### config.mk
export PLATFORM = sky130hd
export DESIGN_NAME = sdc_chain_seq
export DESIGN_NICKNAME = d
export VERILOG_FILES = /design/src/rtl/sdc_pkg.sv /design/src/rtl/sdc_regs.sv /design/src/rtl/sdc_seq.sv /design/src/rtl/sdc_chain_seq.sv
export SDC_FILE = /design/constraint.sdc
export NUM_CORES = 1
export LEC_CHECK = 0
export ABC_AREA = 1
export BUFFER_PORTS_ARGS = -buffer_cell sky130_fd_sc_hd__buf_2
export CAP_MARGIN = 20
export CORE_ASPECT_RATIO = 0.9
export CORE_UTILIZATION = 35
export DETAILED_ROUTE_END_ITERATION = 12
export GPL_ROUTABILITY_DRIVEN = 0
export PLACE_DENSITY = 0.57
export SLEW_MARGIN = 20
export SYNTH_ARGS = -nofsm -noshare
export SYNTH_HDL_FRONTEND = slang
export SYNTH_SLANG_ARGS = --single-unit
### constraint.sdc
create_clock -name clk -period 3.7 [get_ports clk]
set_input_delay 0.74 -clock clk [delete_from_list [all_inputs] [get_ports clk]]
set_output_delay 0.74 -clock clk [all_outputs]
set_load 0.005 [all_outputs]
### src/rtl/sdc_pkg.sv
// Shared constants and types for the descriptor chain sequencer.
// Assumes 32-bit register and memory data words.
package sdc_pkg;
    localparam int STS_W         = 12;
    localparam int ST_RD_INVAL   = 1;
    localparam int ST_RD_RESP    = 2;
    localparam int ST_WR_INVAL   = 5;
    localparam int ST_DESC_ERR   = 8;
    localparam int ST_DESC_DONE  = 10;
    localparam int ST_CHAIN_DONE = 11;

    localparam int EOC_BIT = 30;
    localparam int TXM_LSB = 28;
    localparam int RXM_LSB = 26;

    localparam int DESC_WORDS = 6;
    localparam int DESC_BYTES = DESC_WORDS * 4;

    localparam logic [5:0] RA_SEM     = 6'h00;
    localparam logic [5:0] RA_LIST_LO = 6'h20;
    localparam logic [5:0] RA_LIST_HI = 6'h24;
    localparam logic [5:0] RA_CUR_LO  = 6'h28;
    localparam logic [5:0] RA_CUR_HI  = 6'h2C;
    localparam logic [5:0] RA_STS     = 6'h30;
    localparam logic [5:0] RA_IEN     = 6'h34;

    typedef enum logic [2:0] {
        S_IDLE, S_FETCH, S_CHECK, S_LAUNCH, S_WAIT
    } seq_state_t;

    typedef enum logic [1:0] {
        DM_NONE, DM_REG, DM_MEM, DM_SG
    } dmode_t;
endpackage

### src/rtl/sdc_regs.sv
// Register file: ownership flag, list pointer, current pointer readback,
// sticky W1C status, interrupt enable and interrupt output.
// Assumes reg_rdata is sampled in the same cycle reg_rd is high.
module sdc_regs
    import sdc_pkg::*;
#(
    parameter int ADDR_W = 40
) (
    input  logic              clk,
    input  logic              rst_n,
    input  logic              reg_wr,
    input  logic              reg_rd,
    input  logic [5:0]        reg_addr,
    input  logic [31:0]       reg_wdata,
    output logic [31:0]       reg_rdata,
    input  logic [STS_W-1:0]  sts_set,
    input  logic              busy,
    input  logic [ADDR_W-1:0] cur_addr,
    output logic              start_o,
    output logic              abort_o,
    output logic [ADDR_W-1:0] base_o,
    output logic              irq
);
    logic [31:0]      lo_q;
    logic [30:0]      hi_q;
    logic             sem_q;
    logic [STS_W-1:0] sts_q;
    logic [STS_W-1:0] ien_q;
    logic [63:0]      cur_wide;
    logic [STS_W-1:0] w1c;

    logic wr_hi, wr_sts;
    assign wr_hi  = reg_wr && (reg_addr == RA_LIST_HI);
    assign wr_sts = reg_wr && (reg_addr == RA_STS);

    // Start and abort commands decoded from the list-pointer high write.
    assign start_o = wr_hi && reg_wdata[31];
    assign abort_o = wr_hi && (reg_wdata == 32'd0);
    assign base_o  = ADDR_W'({reg_wdata[30:0], lo_q});

    assign cur_wide = 64'(cur_addr);
    assign w1c      = wr_sts ? reg_wdata[STS_W-1:0] : '0;
    assign irq      = |(sts_q & ien_q);

    // Register state updates; status sets win over same-cycle clears.
    always_ff @(posedge clk) begin
        if (!rst_n) begin
            lo_q  <= '0;
            hi_q  <= '0;
            sem_q <= 1'b1;
            sts_q <= '0;
            ien_q <= '0;
        end else begin
            if (reg_wr && reg_addr == RA_LIST_LO) lo_q <= reg_wdata;
            if (wr_hi) hi_q <= reg_wdata[30:0];
            if (reg_wr && reg_addr == RA_IEN) ien_q <= reg_wdata[STS_W-1:0];
            if (reg_wr && reg_addr == RA_SEM) sem_q <= reg_wdata[0];
            else if (reg_rd && reg_addr == RA_SEM) sem_q <= 1'b0;
            sts_q <= (sts_q & ~w1c) | sts_set;
        end
    end

    // Read data multiplexer.
    always_comb begin
        case (reg_addr)
            RA_SEM:     reg_rdata = {31'd0, sem_q};
            RA_LIST_LO: reg_rdata = lo_q;
            RA_LIST_HI: reg_rdata = {busy, hi_q};
            RA_CUR_LO:  reg_rdata = cur_wide[31:0];
            RA_CUR_HI:  reg_rdata = cur_wide[63:32];
            RA_STS:     reg_rdata = 32'(sts_q);
            RA_IEN:     reg_rdata = 32'(ien_q);
            default:    reg_rdata = 32'd0;
        endcase
    end


    sem_clear_chk: assert property (@(posedge clk) disable iff (!rst_n)
        (reg_rd && reg_addr == RA_SEM && !reg_wr) |=> !sem_q);

    w1c_chk: assert property (@(posedge clk) disable iff (!rst_n)
        (wr_sts && sts_set == '0) |=> ((sts_q & $past(reg_wdata[STS_W-1:0])) == '0));
endmodule

### src/rtl/sdc_seq.sv
// Descriptor walker: fetches six words per descriptor, validates the
// data-mode settings, launches the engine and follows the chain.
// Assumes one outstanding read; a response completes the current request.
module sdc_seq
    import sdc_pkg::*;
#(
    parameter int ADDR_W = 40
) (
    input  logic              clk,
    input  logic              rst_n,
    input  logic              start,
    input  logic              abort,
    input  logic [ADDR_W-1:0] base,
    output logic              mem_req,
    output logic [ADDR_W-1:0] mem_addr,
    input  logic              mem_rvalid,
    input  logic [31:0]       mem_rdata,
    input  logic              mem_rerr,
    output logic              eng_start,
    output logic [31:0]       eng_start_cfg,
    output logic [31:0]       eng_bus_cfg,
    output logic [63:0]       eng_tx_addr,
    output logic [63:0]       eng_rx_addr,
    input  logic              eng_done,
    output logic              busy,
    output logic [ADDR_W-1:0] cur_addr,
    output logic [STS_W-1:0]  sts_set
);
    localparam int WIDX_W = $clog2(DESC_WORDS);

    seq_state_t        state_q;
    logic [ADDR_W-1:0] cur_q;
    logic [WIDX_W-1:0] widx_q;
    logic [31:0]       dw_q [DESC_WORDS];
    logic [1:0]        bad;
    logic              eoc;

    assign eoc       = dw_q[0][EOC_BIT];
    assign busy      = (state_q != S_IDLE);
    assign cur_addr  = cur_q;
    assign mem_req   = (state_q == S_FETCH);
    assign mem_addr  = cur_q + ADDR_W'({widx_q, 2'b00});
    assign eng_start = (state_q == S_LAUNCH);

    assign eng_start_cfg = dw_q[0];
    assign eng_bus_cfg   = dw_q[1];
    assign eng_tx_addr   = {dw_q[3], dw_q[2]};
    assign eng_rx_addr   = {dw_q[5], dw_q[4]};

    // Per-direction validity: memory or scatter-gather modes need an address.
    for (genvar d = 0; d < 2; d++) begin : g_dir
        localparam int ML = (d == 0) ? TXM_LSB : RXM_LSB;
        localparam int AW = 2 + 2 * d;
        dmode_t mode;
        assign mode   = dmode_t'(dw_q[0][ML +: 2]);
        assign bad[d] = (mode == DM_MEM || mode == DM_SG) &&
                        ({dw_q[AW+1], dw_q[AW]} == 64'd0);
    end

    // Status event pulses handed to the register file.
    always_comb begin
        sts_set = '0;
        if (!abort) begin
            if (state_q == S_FETCH && mem_rvalid && mem_rerr) begin
                sts_set[ST_RD_RESP]  = 1'b1;
                sts_set[ST_DESC_ERR] = 1'b1;
            end
            if (state_q == S_CHECK && |bad) begin
                sts_set[ST_RD_INVAL] = bad[0];
                sts_set[ST_WR_INVAL] = bad[1];
                sts_set[ST_DESC_ERR] = 1'b1;
            end
            if (state_q == S_WAIT && eng_done) begin
                sts_set[ST_DESC_DONE]  = 1'b1;
                sts_set[ST_CHAIN_DONE] = eoc;
            end
        end
    end

    // Walk state machine.
    always_ff @(posedge clk) begin
        if (!rst_n) begin
            state_q <= S_IDLE;
            cur_q   <= '0;
            widx_q  <= '0;
            for (int i = 0; i < DESC_WORDS; i++) dw_q[i] <= '0;
        end else if (abort) begin
            state_q <= S_IDLE;
        end else begin
            case (state_q)
                S_IDLE: if (start) begin
                    cur_q   <= base;
                    widx_q  <= '0;
                    state_q <= S_FETCH;
                end
                S_FETCH: if (mem_rvalid) begin
                    if (mem_rerr) begin
                        state_q <= S_IDLE;
                    end else begin
                        dw_q[widx_q] <= mem_rdata;
                        if (widx_q == WIDX_W'(DESC_WORDS - 1)) state_q <= S_CHECK;
                        else widx_q <= widx_q + 1'b1;
                    end
                end
                S_CHECK:  state_q <= (|bad) ? S_IDLE : S_LAUNCH;
                S_LAUNCH: state_q <= S_WAIT;
                S_WAIT: if (eng_done) begin
                    if (eoc) begin
                        state_q <= S_IDLE;
                    end else begin
                        cur_q   <= cur_q + ADDR_W'(DESC_BYTES);
                        widx_q  <= '0;
                        state_q <= S_FETCH;
                    end
                end
                default: state_q <= S_IDLE;
            endcase
        end
    end


    addr_hold_chk: assert property (@(posedge clk) disable iff (!rst_n)
        (mem_req && !mem_rvalid && !abort) |=> (mem_req && $stable(mem_addr)));

    launch_pulse_chk: assert property (@(posedge clk) disable iff (!rst_n)
        eng_start |=> !eng_start);

    eoc_stop_chk: assert property (@(posedge clk) disable iff (!rst_n)
        (state_q == S_WAIT && eng_done && eoc && !abort) |=> !busy);

    fetch_err_stop_chk: assert property (@(posedge clk) disable iff (!rst_n)
        (mem_req && mem_rvalid && mem_rerr && !abort) |=> (!busy && !mem_req));

    abort_quiet_chk: assert property (@(posedge clk) disable iff (!rst_n)
        abort |=> (!mem_req && !eng_start));
endmodule

### src/rtl/sdc_chain_seq.sv
// Top level: register file plus descriptor walker.
// Assumes ADDR_W between 33 and 63 so the list pointer fits.
module sdc_chain_seq
    import sdc_pkg::*;
#(
    parameter int ADDR_W = 40
) (
    input  logic              clk,
    input  logic              rst_n,
    input  logic              reg_wr,
    input  logic              reg_rd,
    input  logic [5:0]        reg_addr,
    input  logic [31:0]       reg_wdata,
    output logic [31:0]       reg_rdata,
    output logic              irq,
    output logic              mem_req,
    output logic [ADDR_W-1:0] mem_addr,
    input  logic              mem_rvalid,
    input  logic [31:0]       mem_rdata,
    input  logic              mem_rerr,
    output logic              eng_start,
    output logic [31:0]       eng_start_cfg,
    output logic [31:0]       eng_bus_cfg,
    output logic [63:0]       eng_tx_addr,
    output logic [63:0]       eng_rx_addr,
    input  logic              eng_done
);
    logic              start, abort, busy;
    logic [ADDR_W-1:0] base, cur_addr;
    logic [STS_W-1:0]  sts_set;

    sdc_regs #(.ADDR_W(ADDR_W)) u_regs (
        .clk(clk), .rst_n(rst_n), .reg_wr(reg_wr), .reg_rd(reg_rd),
        .reg_addr(reg_addr), .reg_wdata(reg_wdata), .reg_rdata(reg_rdata),
        .sts_set(sts_set), .busy(busy), .cur_addr(cur_addr),
        .start_o(start), .abort_o(abort), .base_o(base), .irq(irq)
    );

    sdc_seq #(.ADDR_W(ADDR_W)) u_seq (
        .clk(clk), .rst_n(rst_n), .start(start), .abort(abort), .base(base),
        .mem_req(mem_req), .mem_addr(mem_addr), .mem_rvalid(mem_rvalid),
        .mem_rdata(mem_rdata), .mem_rerr(mem_rerr), .eng_start(eng_start),
        .eng_start_cfg(eng_start_cfg), .eng_bus_cfg(eng_bus_cfg),
        .eng_tx_addr(eng_tx_addr), .eng_rx_addr(eng_rx_addr),
        .eng_done(eng_done), .busy(busy), .cur_addr(cur_addr), .sts_set(sts_set)
    );
endmodule

==> impl_metrics.py <==
metrics = {
    "status": {
        "outcome": "finished, final reports clean",
    },
    "clock_network": {
        "clockBufferDepth": 3,
        "postCtsSetupRepairBufs": 0,
        "cts_max_level": 2,
        "cts_tree": "done",
        "clk_latency_ns": 0.56,
        "cts_root_buf": "clkbuf_16",
        "numCtsBuffers": 37,
        "clkSlewWorstSetupHoldPaths_ns": 0.06,
        "cts_sinks": 326,
    },
    "layout": {
        "final_cell_mix": "447 x nor2_1, 342 x buf_2, 325 x nand2_1, 192 x edfxtp_1, 181 x inv_1",
        "final_common_cell": "nor2_1",
        "register_area_sq_mm": 0.008453,
        "drive_above_1_share_pct": 24.76,
        "fillers": 4581,
        "nets": 2329,
        "multiInputGateArea_sq_mm": 0.006599,
        "syn_to_final_growth_pct": 21.84,
    },
    "timing": {
        "maxSlewViolCount": 0,
        "hold_viol_final": 0,
        "rsz0062_at_grt": "false",
        "worst_pin_slew_ns": 0.8348,
        "setup_viol": 0,
        "clock_skew_ns": 0.01506,
        "min_period_ns": 3.596,
        "final.setup.tns_ns": 0,
        "max_freq_mhz": 278.0,
        "max-slew-margin-rel_pct": 44.35,
        "setup_slack_ns": 0.1035,
        "min_period_over_period_pct": 97.20,
    },
    "logic_synthesis": {
        "synth_top_area_share_pct": 35.70,
        "ys_top_cells_by_area": "edfxtp_1 36%, dfxtp_1 17%, nor2_1 10%, nand2_1 7.6%, inv_1 4.2%",
        "syn-mean-instance-area_sq_um": 8.463,
        "ys_seq_area_share_pct": 52.32,
        "synth_warnings": 0,
        "synth_edf_count": 192,
        "synth_fp_nets": 1992,
        "synth.ff_latch_count": 326,
        "yosysTopAreaCell": "edfxtp_1",
        "synthFlopType": "edfxtp_1",
        "postSynthCellCount": 1908,
        "synth_cell_types": 49,
        "postSynth.asyncResetShare_pct": 0,
        "synth_area_sq_mm": 0.01615,
    },
    "floorplanning": {
        "ios": 344,
        "core-area_sq_mm": 0.04546,
        "fp-row-count": 74,
        "die_h_um": 205.8,
        "die_w_um": 228.4,
        "start_util_pct": 35.52,
        "dieArea_sq_mm": 0.04700,
    },
    "setup_path": {
        "crit_chain": "inv_1 -> nor3_1 -> nand2_1 -> nor3_1 -> nand2_1 -> xor2_1 -> buf_2",
        "end_kind": "output port",
        "worstPathMaxFanout": 5,
        "crit_arrival_ns": 2.86,
        "critical_path.slowest_cell": "dfxtp_1",
        "critPathKind": "flip-flop to output port",
        "critPathMaxStageDelay_ns": 0.45,
        "crit_required_ns": 2.96,
        "worstSetupStartpointType": "flip-flop",
    },
    "drt": {
        "wl_met3_um": 5537,
        "viasPerCell": 5.181,
        "met2_length_um": 26780,
        "num_vias": 14942,
        "initialDrtViolationCount": 1799,
        "wl_met1_um": 25900,
        "wl_per_cell_um": 20.84,
        "wl_um": 60100,
        "ant_nets": 0,
        "first_pass_iters": 6,
        "top_layer": "met5",
        "drc": 0,
    },
    "power": {
        "internal-power_uw": 6435,
        "p_leak_uw": 0.008369,
        "peakVddDrop_uv": 310.0,
        "seq_power_share_pct": 46.8,
        "switching_share_pct": 27.58,
        "power.density_mw_per_mm2": 451.7,
        "switchingPower_uw": 2451,
        "power_frac_comb_pct": 11.0,
        "power.clock.fraction_pct": 42.1,
    },
    "global_route": {
        "track_usage_pct": 24.82,
        "grt_pass1_wl_um": 87150,
        "antenna_found_initial": 4,
        "grt_max_degree": 91,
        "grt_pass1_vias": 13699,
        "gr-total-overflow": 0,
    },
    "placement": {
        "hpwl_um": 44790,
        "pre_cts_slack_ns": 0.3668,
        "io_buffers": 343,
    },
    "job": {
        "cap_viol_max_count": 0,
    },
    "worst_hold_path": {
        "min_path_type": "primary input to flip-flop",
    },
}
[synthesized netlist by cell type, drive strengths merged (2+ instances only)]
library cell,instances
nand4,36
nand3,68
a221oi,5
edfxtp,192
o31ai,2
o221ai,19
o22ai,10
nand2,349
clkbuf,31
xor2,38
o21ai,133
nor2,532
buf,41
a211oi,4
a21oi,69
o2111ai,2
o211ai,4
and2,3
ha,6
nor3,22
inv,190
a22oi,12
dfxtp,134
[area by class of cell]
| type | count | share of cell area (%) |
|---|---|---|
| inverter | 190 | 3.638 |
| sequential | 326 | 42.97 |
| multi-input combinational | 1320 | 33.54 |
| clock buffer | 50 | 5.056 |
| clock inverter | 18 | 1.011 |
| tap | 608 | 3.867 |
| timing repair buffer | 370 | 9.896 |
| antenna | 2 | 0.02544 |
[per-layer routing]
layer / GRT usage, % / up-vias
met5: 0 / -
met4: 8.821 / 2
met3: 4.975 / 107
met2: 38.52 / 757
met1: 34.30 / 7136
li1: - / 6940
[sequential cells by signal, summed over array words and instances (netlist names)]
signal,cells
u_regs.sts_q,12
u_seq.dw_q,192
u_seq.cur_addr,40
u_regs.lo_q,32
u_regs.ien_q,12
u_regs.sem_q,1
u_seq.state_q,3
u_regs.hi_q,31
u_seq.widx_q,3
[final timing paths]
check / startpoint / end / slack, ns / cells past startpoint
setup reg to reg: u_seq.state_q[1] / u_seq.cur_addr[31] / 1.11 / 11
setup / recovery: u_seq.cur_addr[18] / mem_addr[39] / 0.10 / 7
hold / removal: reg_wdata[3] / u_regs.sts_q[3] / 0.39 / 2
hold reg to reg: u_regs.sts_q[6] / u_regs.sts_q[6] / 0.47 / 2
[what timing repair did]
| action | in CTS | in global routing |
|---|---|---|
| endpoints found under the setup margin | 14 | 10 |
| hold buffers | 0 | 0 |
| gates resized for setup | 6 | 7 |
[critical path: cells and delay by family, from the launching register on]
| family | cells | cell delay, ns |
|---|---|---|
| xor gates and xnor gates | 1 | 0.30 |
| buffers and inverters | 2 | 0.38 |
| and+or+nand+nor | 4 | 1.17 |
| DFF | 1 | 0.45 |
[stage by stage]
step / hold slack, ns / instance area [sq um] / power [uW] / util [%] / cells
floorplan: 0.4251 / 16150 / 4695 / - / 1908
global placement: 0.4363 / 18420 / 5182 / 40.52 / 2814
detailed placement: 0.4397 / 18420 / 5197 / 40.52 / 2814
CTS: 0.3562 / 19640 / 8916 / 43.20 / 2882
global route: 0.3698 / 19670 / 9163 / 43.28 / 2884
finish: 0.3853 / 19670 / 8886 / 43.28 / 2884
[power by group through the flow]
| stage | logic, uW | registers (uW) | clock network [uW] |
|---|---|---|---|
| CTS | 972 | 4150 | 3790 |
| finish | 981 | 4160 | 3750 |
| detailed placement | 967 | 4230 | 0 |
| floorplan | 509 | 4190 | 0 |
| global placement | 955 | 4230 | 0 |
| global route | 1080 | 4180 | 3910 |
[cells by family (layout without fill, tap and decap cells)]
kind of cell               count (synthesis)  count (layout)  share of synthesized area, %
AOI/OAI and AO/OA                        263             263                         9.329
other                                      0               2                             0
adders and majority gates                  7               7                        0.5889
and+or+nand+nor                         1012            1012                         28.58
DFF                                      326             326                         52.32
xor gates and xnor gates                  38              38                         2.061
buffers and inverters                    262             628                         7.129
Power figures use the tool's default switching activity.
